[config.mk]
export PLATFORM = sky130hd
export DESIGN_NAME = serial_audio_rx
export DESIGN_NICKNAME = d
export VERILOG_FILES = /design/src/rtl/sarx_pkg.sv /design/src/rtl/sarx_sync.sv /design/src/rtl/sarx_shift.sv /design/src/rtl/serial_audio_rx.sv
export SDC_FILE = /design/constraint.sdc
export NUM_CORES = 1
export LEC_CHECK = 0
export BUFFER_PORTS_ARGS = -buffer_cell sky130_fd_sc_hd__clkbuf_2
export CAP_MARGIN = 20
export CELL_PAD_IN_SITES_DETAIL_PLACEMENT = 2
export CELL_PAD_IN_SITES_GLOBAL_PLACEMENT = 2
export CORE_UTILIZATION = 40
export DETAILED_ROUTE_END_ITERATION = 12
export PLACE_DENSITY = 0.91
export SYNTH_ARGS = -nofsm -noshare
export SYNTH_HDL_FRONTEND = slang
export SYNTH_SLANG_ARGS = --single-unit
[constraint.sdc]
create_clock -name clk -period 2.7 [get_ports clk]
set_input_delay 0.54 -clock clk [delete_from_list [all_inputs] [get_ports clk]]
set_output_delay 0.54 -clock clk [all_outputs]
set_load 0.02 [all_outputs]
[src/rtl/sarx_pkg.sv]
package sarx_pkg;

    typedef enum logic [1:0] {
        ST_ALIGN = 2'd0,
        ST_LEFT  = 2'd1,
        ST_RIGHT = 2'd2,
        ST_SIMUL = 2'd3
    } rx_state_e;

    typedef enum logic [1:0] {
        SH_HOLD  = 2'd0,
        SH_CLEAR = 2'd1,
        SH_FIRST = 2'd2,
        SH_NEXT  = 2'd3
    } sh_op_e;

    localparam logic [1:0] MODE_MUX_OB = 2'b00;
    localparam logic [1:0] MODE_MUX_TC = 2'b01;
    localparam logic [1:0] MODE_SIMUL  = 2'b10;

endpackage

[src/rtl/sarx_sync.sv]
module sarx_sync #(
    parameter int WIDTH  = 4,
    parameter int STAGES = 2
) (
    input  logic             clk,
    input  logic             rst_n,
    input  logic [WIDTH-1:0] d_in,
    output logic [WIDTH-1:0] q_out
);

    logic [WIDTH-1:0] pipe [STAGES];

    always_ff @(posedge clk or negedge rst_n) begin
        if (!rst_n) begin
            for (int g = 0; g < STAGES; g++) pipe[g] <= '0;
        end else begin
            pipe[0] <= d_in;
            for (int g = 1; g < STAGES; g++) pipe[g] <= pipe[g-1];
        end
    end

    assign q_out = pipe[STAGES-1];

endmodule

[src/rtl/sarx_shift.sv]
module sarx_shift
    import sarx_pkg::*;
#(
    parameter int W = 16
) (
    input  logic         clk,
    input  logic         rst_n,
    input  sh_op_e       op,
    input  logic         bit_in,
    output logic [W-1:0] word_out
);

    localparam int CW = $clog2(W + 1);

    logic [W-1:0]  word;
    logic [CW-1:0] cnt;

    always_ff @(posedge clk or negedge rst_n) begin
        if (!rst_n) begin
            word <= '0;
            cnt  <= '0;
        end else begin
            unique case (op)
                SH_HOLD: ;
                SH_CLEAR: begin
                    word <= '0;
                    cnt  <= '0;
                end
                SH_FIRST: begin
                    word <= {bit_in, {(W-1){1'b0}}};
                    cnt  <= CW'(1);
                end
                SH_NEXT: begin
                    if (cnt < CW'(W)) begin
                        for (int i = 0; i < W; i++) begin
                            if (i == W - 1 - int'(cnt)) word[i] <= bit_in;
                        end
                        cnt <= cnt + 1'b1;
                    end
                end
            endcase
        end
    end

    assign word_out = word;

endmodule

[src/rtl/serial_audio_rx.sv]
module serial_audio_rx
    import sarx_pkg::*;
#(
    parameter int W           = 16,
    parameter int SYNC_STAGES = 2
) (
    input  logic         clk,
    input  logic         rst_n,
    input  logic [1:0]   mode,
    input  logic         sck_in,
    input  logic         frame_in,
    input  logic         data_a_in,
    input  logic         data_b_in,
    output logic [W-1:0] left_out,
    output logic [W-1:0] right_out,
    output logic         pair_valid
);

    localparam logic [W-1:0] MID_CODE = {1'b1, {(W-1){1'b0}}};

    logic [3:0] raw_in, sync_in;
    logic       sck_s, frm_s, da_s, db_s;
    logic       sck_d, frm_d, ws_prev;
    logic [1:0] mode_q;
    logic       sck_rise, frm_rise, mode_chg;
    logic       is_sim, is_tc;

    rx_state_e  state, nxt;
    sh_op_e     op_a, op_b;
    logic       cap_left, publish;
    logic [W-1:0] word_a, word_b, hold_l;

    assign raw_in = {data_b_in, data_a_in, frame_in, sck_in};

    sarx_sync #(.WIDTH(4), .STAGES(SYNC_STAGES)) u_sync (
        .clk   (clk),
        .rst_n (rst_n),
        .d_in  (raw_in),
        .q_out (sync_in)
    );

    assign sck_s = sync_in[0];
    assign frm_s = sync_in[1];
    assign da_s  = sync_in[2];
    assign db_s  = sync_in[3];

    always_ff @(posedge clk or negedge rst_n) begin
        if (!rst_n) begin
            sck_d   <= 1'b0;
            frm_d   <= 1'b0;
            ws_prev <= 1'b0;
            mode_q  <= MODE_MUX_OB;
        end else begin
            sck_d  <= sck_s;
            frm_d  <= frm_s;
            mode_q <= mode;
            if (sck_rise) ws_prev <= frm_s;
        end
    end

    assign sck_rise = sck_s & ~sck_d;
    assign frm_rise = frm_s & ~frm_d;
    assign mode_chg = (mode != mode_q);
    assign is_sim   = (mode == MODE_SIMUL);
    assign is_tc    = (mode == MODE_MUX_TC);

    sarx_shift #(.W(W)) u_shift_a (
        .clk      (clk),
        .rst_n    (rst_n),
        .op       (op_a),
        .bit_in   (da_s),
        .word_out (word_a)
    );

    sarx_shift #(.W(W)) u_shift_b (
        .clk      (clk),
        .rst_n    (rst_n),
        .op       (op_b),
        .bit_in   (db_s),
        .word_out (word_b)
    );

    // State register
    always_ff @(posedge clk or negedge rst_n) begin
        if (!rst_n) state <= ST_ALIGN;
        else        state <= nxt;
    end

    // Next state and per-cycle controls
    always_comb begin
        nxt      = state;
        op_a     = SH_HOLD;
        op_b     = SH_HOLD;
        cap_left = 1'b0;
        publish  = 1'b0;
        if (mode_chg) begin
            nxt  = ST_ALIGN;
            op_a = SH_CLEAR;
            op_b = SH_CLEAR;
        end else begin
            unique case (state)
                ST_ALIGN: begin
                    if (is_sim) begin
                        if (frm_rise) begin
                            nxt  = ST_SIMUL;
                            op_a = sck_rise ? SH_FIRST : SH_CLEAR;
                            op_b = sck_rise ? SH_FIRST : SH_CLEAR;
                        end
                    end else if (sck_rise && ws_prev && !frm_s) begin
                        nxt  = ST_LEFT;
                        op_a = SH_FIRST;
                    end
                end
                ST_LEFT: begin
                    if (sck_rise) begin
                        if (frm_s) begin
                            cap_left = 1'b1;
                            op_a     = SH_FIRST;
                            nxt      = ST_RIGHT;
                        end else begin
                            op_a = SH_NEXT;
                        end
                    end
                end
                ST_RIGHT: begin
                    if (sck_rise) begin
                        if (!frm_s) begin
                            publish = 1'b1;
                            op_a    = SH_FIRST;
                            nxt     = ST_LEFT;
                        end else begin
                            op_a = SH_NEXT;
                        end
                    end
                end
                ST_SIMUL: begin
                    if (frm_rise) begin
                        publish = 1'b1;
                        op_a    = sck_rise ? SH_FIRST : SH_CLEAR;
                        op_b    = sck_rise ? SH_FIRST : SH_CLEAR;
                    end else if (sck_rise) begin
                        op_a = SH_NEXT;
                        op_b = SH_NEXT;
                    end
                end
            endcase
        end
    end

    function automatic logic [W-1:0] to_ob(input logic [W-1:0] w, input logic tc);
        return tc ? {~w[W-1], w[W-2:0]} : w;
    endfunction

    // Output registers
    always_ff @(posedge clk or negedge rst_n) begin
        if (!rst_n) begin
            left_out   <= MID_CODE;
            right_out  <= MID_CODE;
            hold_l     <= '0;
            pair_valid <= 1'b0;
        end else begin
            pair_valid <= publish;
            if (cap_left) hold_l <= word_a;
            if (publish) begin
                if (is_sim) begin
                    left_out  <= word_a;
                    right_out <= word_b;
                end else begin
                    left_out  <= to_ob(hold_l, is_tc);
                    right_out <= to_ob(word_a, is_tc);
                end
            end
        end
    end

endmodule

==> results.cfg <==
[route]
drcViolationCount = 0
ant_nets = 0
vias_per_cell = 5.939
first_pass_iters = 5
totalWireLength_um = 17950
drt_iter0_markers = 242
wire_per_inst_um = 23.91
vias = 4460

[power]
switching_share_pct = 27.76
p_comb_share_pct = 11.1
irDropWorstVdd_mv = 0.2814
seq_power_share_pct = 47.2
power_density_nw_per_um2 = 551.6
p_sw_mw = 0.9600
leakage_nw = 2.900
p_int_mw = 2.498
clkPwrFrac_pct = 41.7

[cells_and_area]
diodes = 0
area_growth_pct = 12.53
drive_above_1_share_pct = 18.96
stdcell_count = 751
stdcell_area_sq_um = 6270
n_fill_cell = 1412
post-route-util_pct = 46.79
nNetsFinal = 593

[clock_tree]
cts_setup_buffers = 0
cts_tree = done
cts_buffers = 9
cts.path.max_buffers = 2
postCtsResizedCells = 0
clkSlewWorstSetupHoldPaths_ns = 0.08
h-tree-depth = 3
clkLatencyLatePin_ns = 0.37
ctsHoldBuffers = 0
cts_root_buf = clkbuf_16
cts.sinks = 106

[setup_path]
cp_slowest_cell = dfrtp_1
cp_max_fo = 15
path_cells = inv_1, ha_1, inv_1, o311a_1, o211a_1, buf_4, a211oi_1, a21o_1
crit_arrival_ns = 2.78
cp.required_ns = 2.99
slowest_delay_ns = 0.43
start_kind = flop
path_common_cell = inv_1
worst-setup-path-type = reg -> reg
crit_family = compound AO/OA/AOI/OAI gates
cp-end-kind = flop
cp.buffers_inverters = 3

[global_route]
grt_max_degree = 66
antenna_found_initial = 0
grt_overflow = 0
grt_pass1_wl_um = 28820
gr-usage-all-layers_pct = 26.67
grt_pass1_vias = 5013

[sta]
relSlewSlack_pct = 58.11
timing.final.crit_share_pct = 91.99
setup_slack_ns = 0.2163
rsz0062_at_grt = false
finalCriticalPeriod_ns = 2.484
fin_skew_ns = 0.01064
max_freq_ghz = 0.4026
worstMarginPinSlew_ns = 0.6126
drv_slew = 0
setup_viol = 0
finalHoldViolCount = 0
setup_tns_ns = 0

[die]
dieHeight_um = 120.0
start_util_pct = 41.58
rows = 42
die-area_sq_um = 14400
chipWidth_um = 120.0
ios = 41
core_sq_um = 13400

[place]
pre_cts_ws_ns = 0.1787
dp_cells = 735
routabilityCongestion = 0.8096
placed_area_sq_um = 5954
dp_hpwl_um = 12300
portBuffers = 40

[yosys]
synth_cell_types = 63
yosysSeqAreaShare_pct = 47.65
syn_area_per_cell_sq_um = 10.34
yosys.area.top_type = dfrtp_1
synth_nets = 562
synth-edff-count = 0
synth-async-reset-ratio_pct = 100.0
syn_inst = 539
netlist.area_leader.share_pct = 46.71
ys_warn_count = 0
synth_area_leaders = dfrtp_1 (47%), mux2i_1 (6.5%), o21ai_0 (4.6%), nand2_1 (4.0%), ha_1 (3.4%)
ys_seq_elements = 106
synth_area_sq_um = 5572
ys.flop_type = dfrtp_1

[outcome]
outcome = complete, no violations

[run]
drv_cap = 0

[hold_path]
hold_path_class = in -> async
## registers in the layout (all words and copies together) (netlist names)
name	count
frm_d	1
u_sync.pipe	4
right_out	16
u_shift_a.word_out	16
hold_l	16
state	2
mode_q	2
ws_prev	1
left_out	16
u_shift_b.word_out	16
u_shift_b.cnt	5
u_sync.q_out	4
pair_valid	1
sck_d	1
u_shift_a.cnt	5
## power groups by stage
stage                     Clock [mW]  Sequential (mW)  Combinational, mW
after floorplan                    0             1.66              0.245
after global placement             0             1.66              0.343
after detailed placement           0             1.66              0.377
after CTS                       1.46             1.63              0.385
after global routing            1.52             1.64              0.415
final                           1.44             1.63              0.382
## cells by family after synthesis
logic type,Yosys count,synth area share (%)
compound gates,148,18.48
xor+xnor,8,1.392
fa+ha+maj,15,3.369
buf+inv,47,4.087
flops,106,47.65
mux,52,9.701
simple gates,163,15.32
## worst paths after layout
kind	from	endpoint	slack, ns	cells past startpoint
setup / recovery	state[0]$_DFFE_PN0P_	u_shift_a.word_out[7]$_DFFE_PN0P_	0.22	8
hold / removal	rst_n	u_shift_b.word_out[12]$_DFFE_PN0P_	0.16	1
setup reg to reg	state[0]$_DFFE_PN0P_	u_shift_a.word_out[7]$_DFFE_PN0P_	0.22	8
hold reg to reg	u_sync.pipe[6]$_DFF_PN0_	u_sync.q_out[2]$_DFF_PN0_	0.35	0
max in group asynchronous	rst_n	hold_l[12]$_DFFE_PN0P_	1.78	2
min in group clk	data_a_in	u_sync.pipe[6]$_DFF_PN0_	0.27	1
## placed cells by master, fill, tap and decap left out, types with 3 or more instances in the layout
master / n
nand2_1: 59
and3_1: 3
nor2_1: 26
nand3_1: 15
nand2b_1: 14
inv_6: 4
o22ai_1: 14
a21o_1: 11
inv_1: 12
a211oi_1: 12
mux2i_1: 36
dfrtp_1: 104
a32o_1: 5
o31ai_1: 3
o21ai_0: 51
clkbuf_2: 39
a21boi_0: 4
buf_4: 14
o22ai_2: 5
nor3_1: 9
mux2_2: 16
a21oi_1: 6
ha_1: 15
o2bb2ai_1: 13
clkbuf_16: 9
nor2b_1: 12
o211ai_1: 3
xnor2_1: 6
nand4_1: 4
## layer usage
layer / GRT usage [%] / vias to the layer above / wire length, um
met1: 31.98 / 2304 / 7172
met2: 46.23 / 99 / 9370
met3: 3.470 / 46 / 691
met5: 0 / - / 0
li1: - / 2011 / -
met4: 14.45 / 0 / 719
## metrics by stage
stage                     total power [mW]  hold slack [ns]
after floorplan                      1.900           0.2444
after global placement               2.002           0.3326
after detailed placement             2.040           0.3378
after CTS                            3.482           0.1775
after global routing                 3.572           0.2025
final                                3.458           0.1632
## Yosys cell counts, types with 8 or more instances
cell / number
a211oi_1: 12
a21o_1: 11
buf_2: 8
clkbuf_1: 18
dfrtp_1: 104
ha_1: 15
inv_1: 12
mux2_2: 16
mux2i_1: 36
nand2_1: 60
nand2b_1: 14
nand3_1: 15
nor2_1: 26
nor2b_1: 13
nor3_1: 9
o21ai_0: 51
o22ai_1: 14
o2bb2ai_1: 13
## area by class of cell
class | instances | area, sq um | area share [%]
multi-input cells | 386 | 2694 | 42.97
flip-flops and latches | 106 | 2655 | 42.35
clock inverters | 6 | 76.32 | 1.217
inverters | 12 | 45.04 | 0.7184
clock buffers | 10 | 239.0 | 3.812
repair buffers | 55 | 340.3 | 5.428
well taps | 176 | 220.2 | 3.512
No activity file was read; power rests on OpenSTA's default activity.
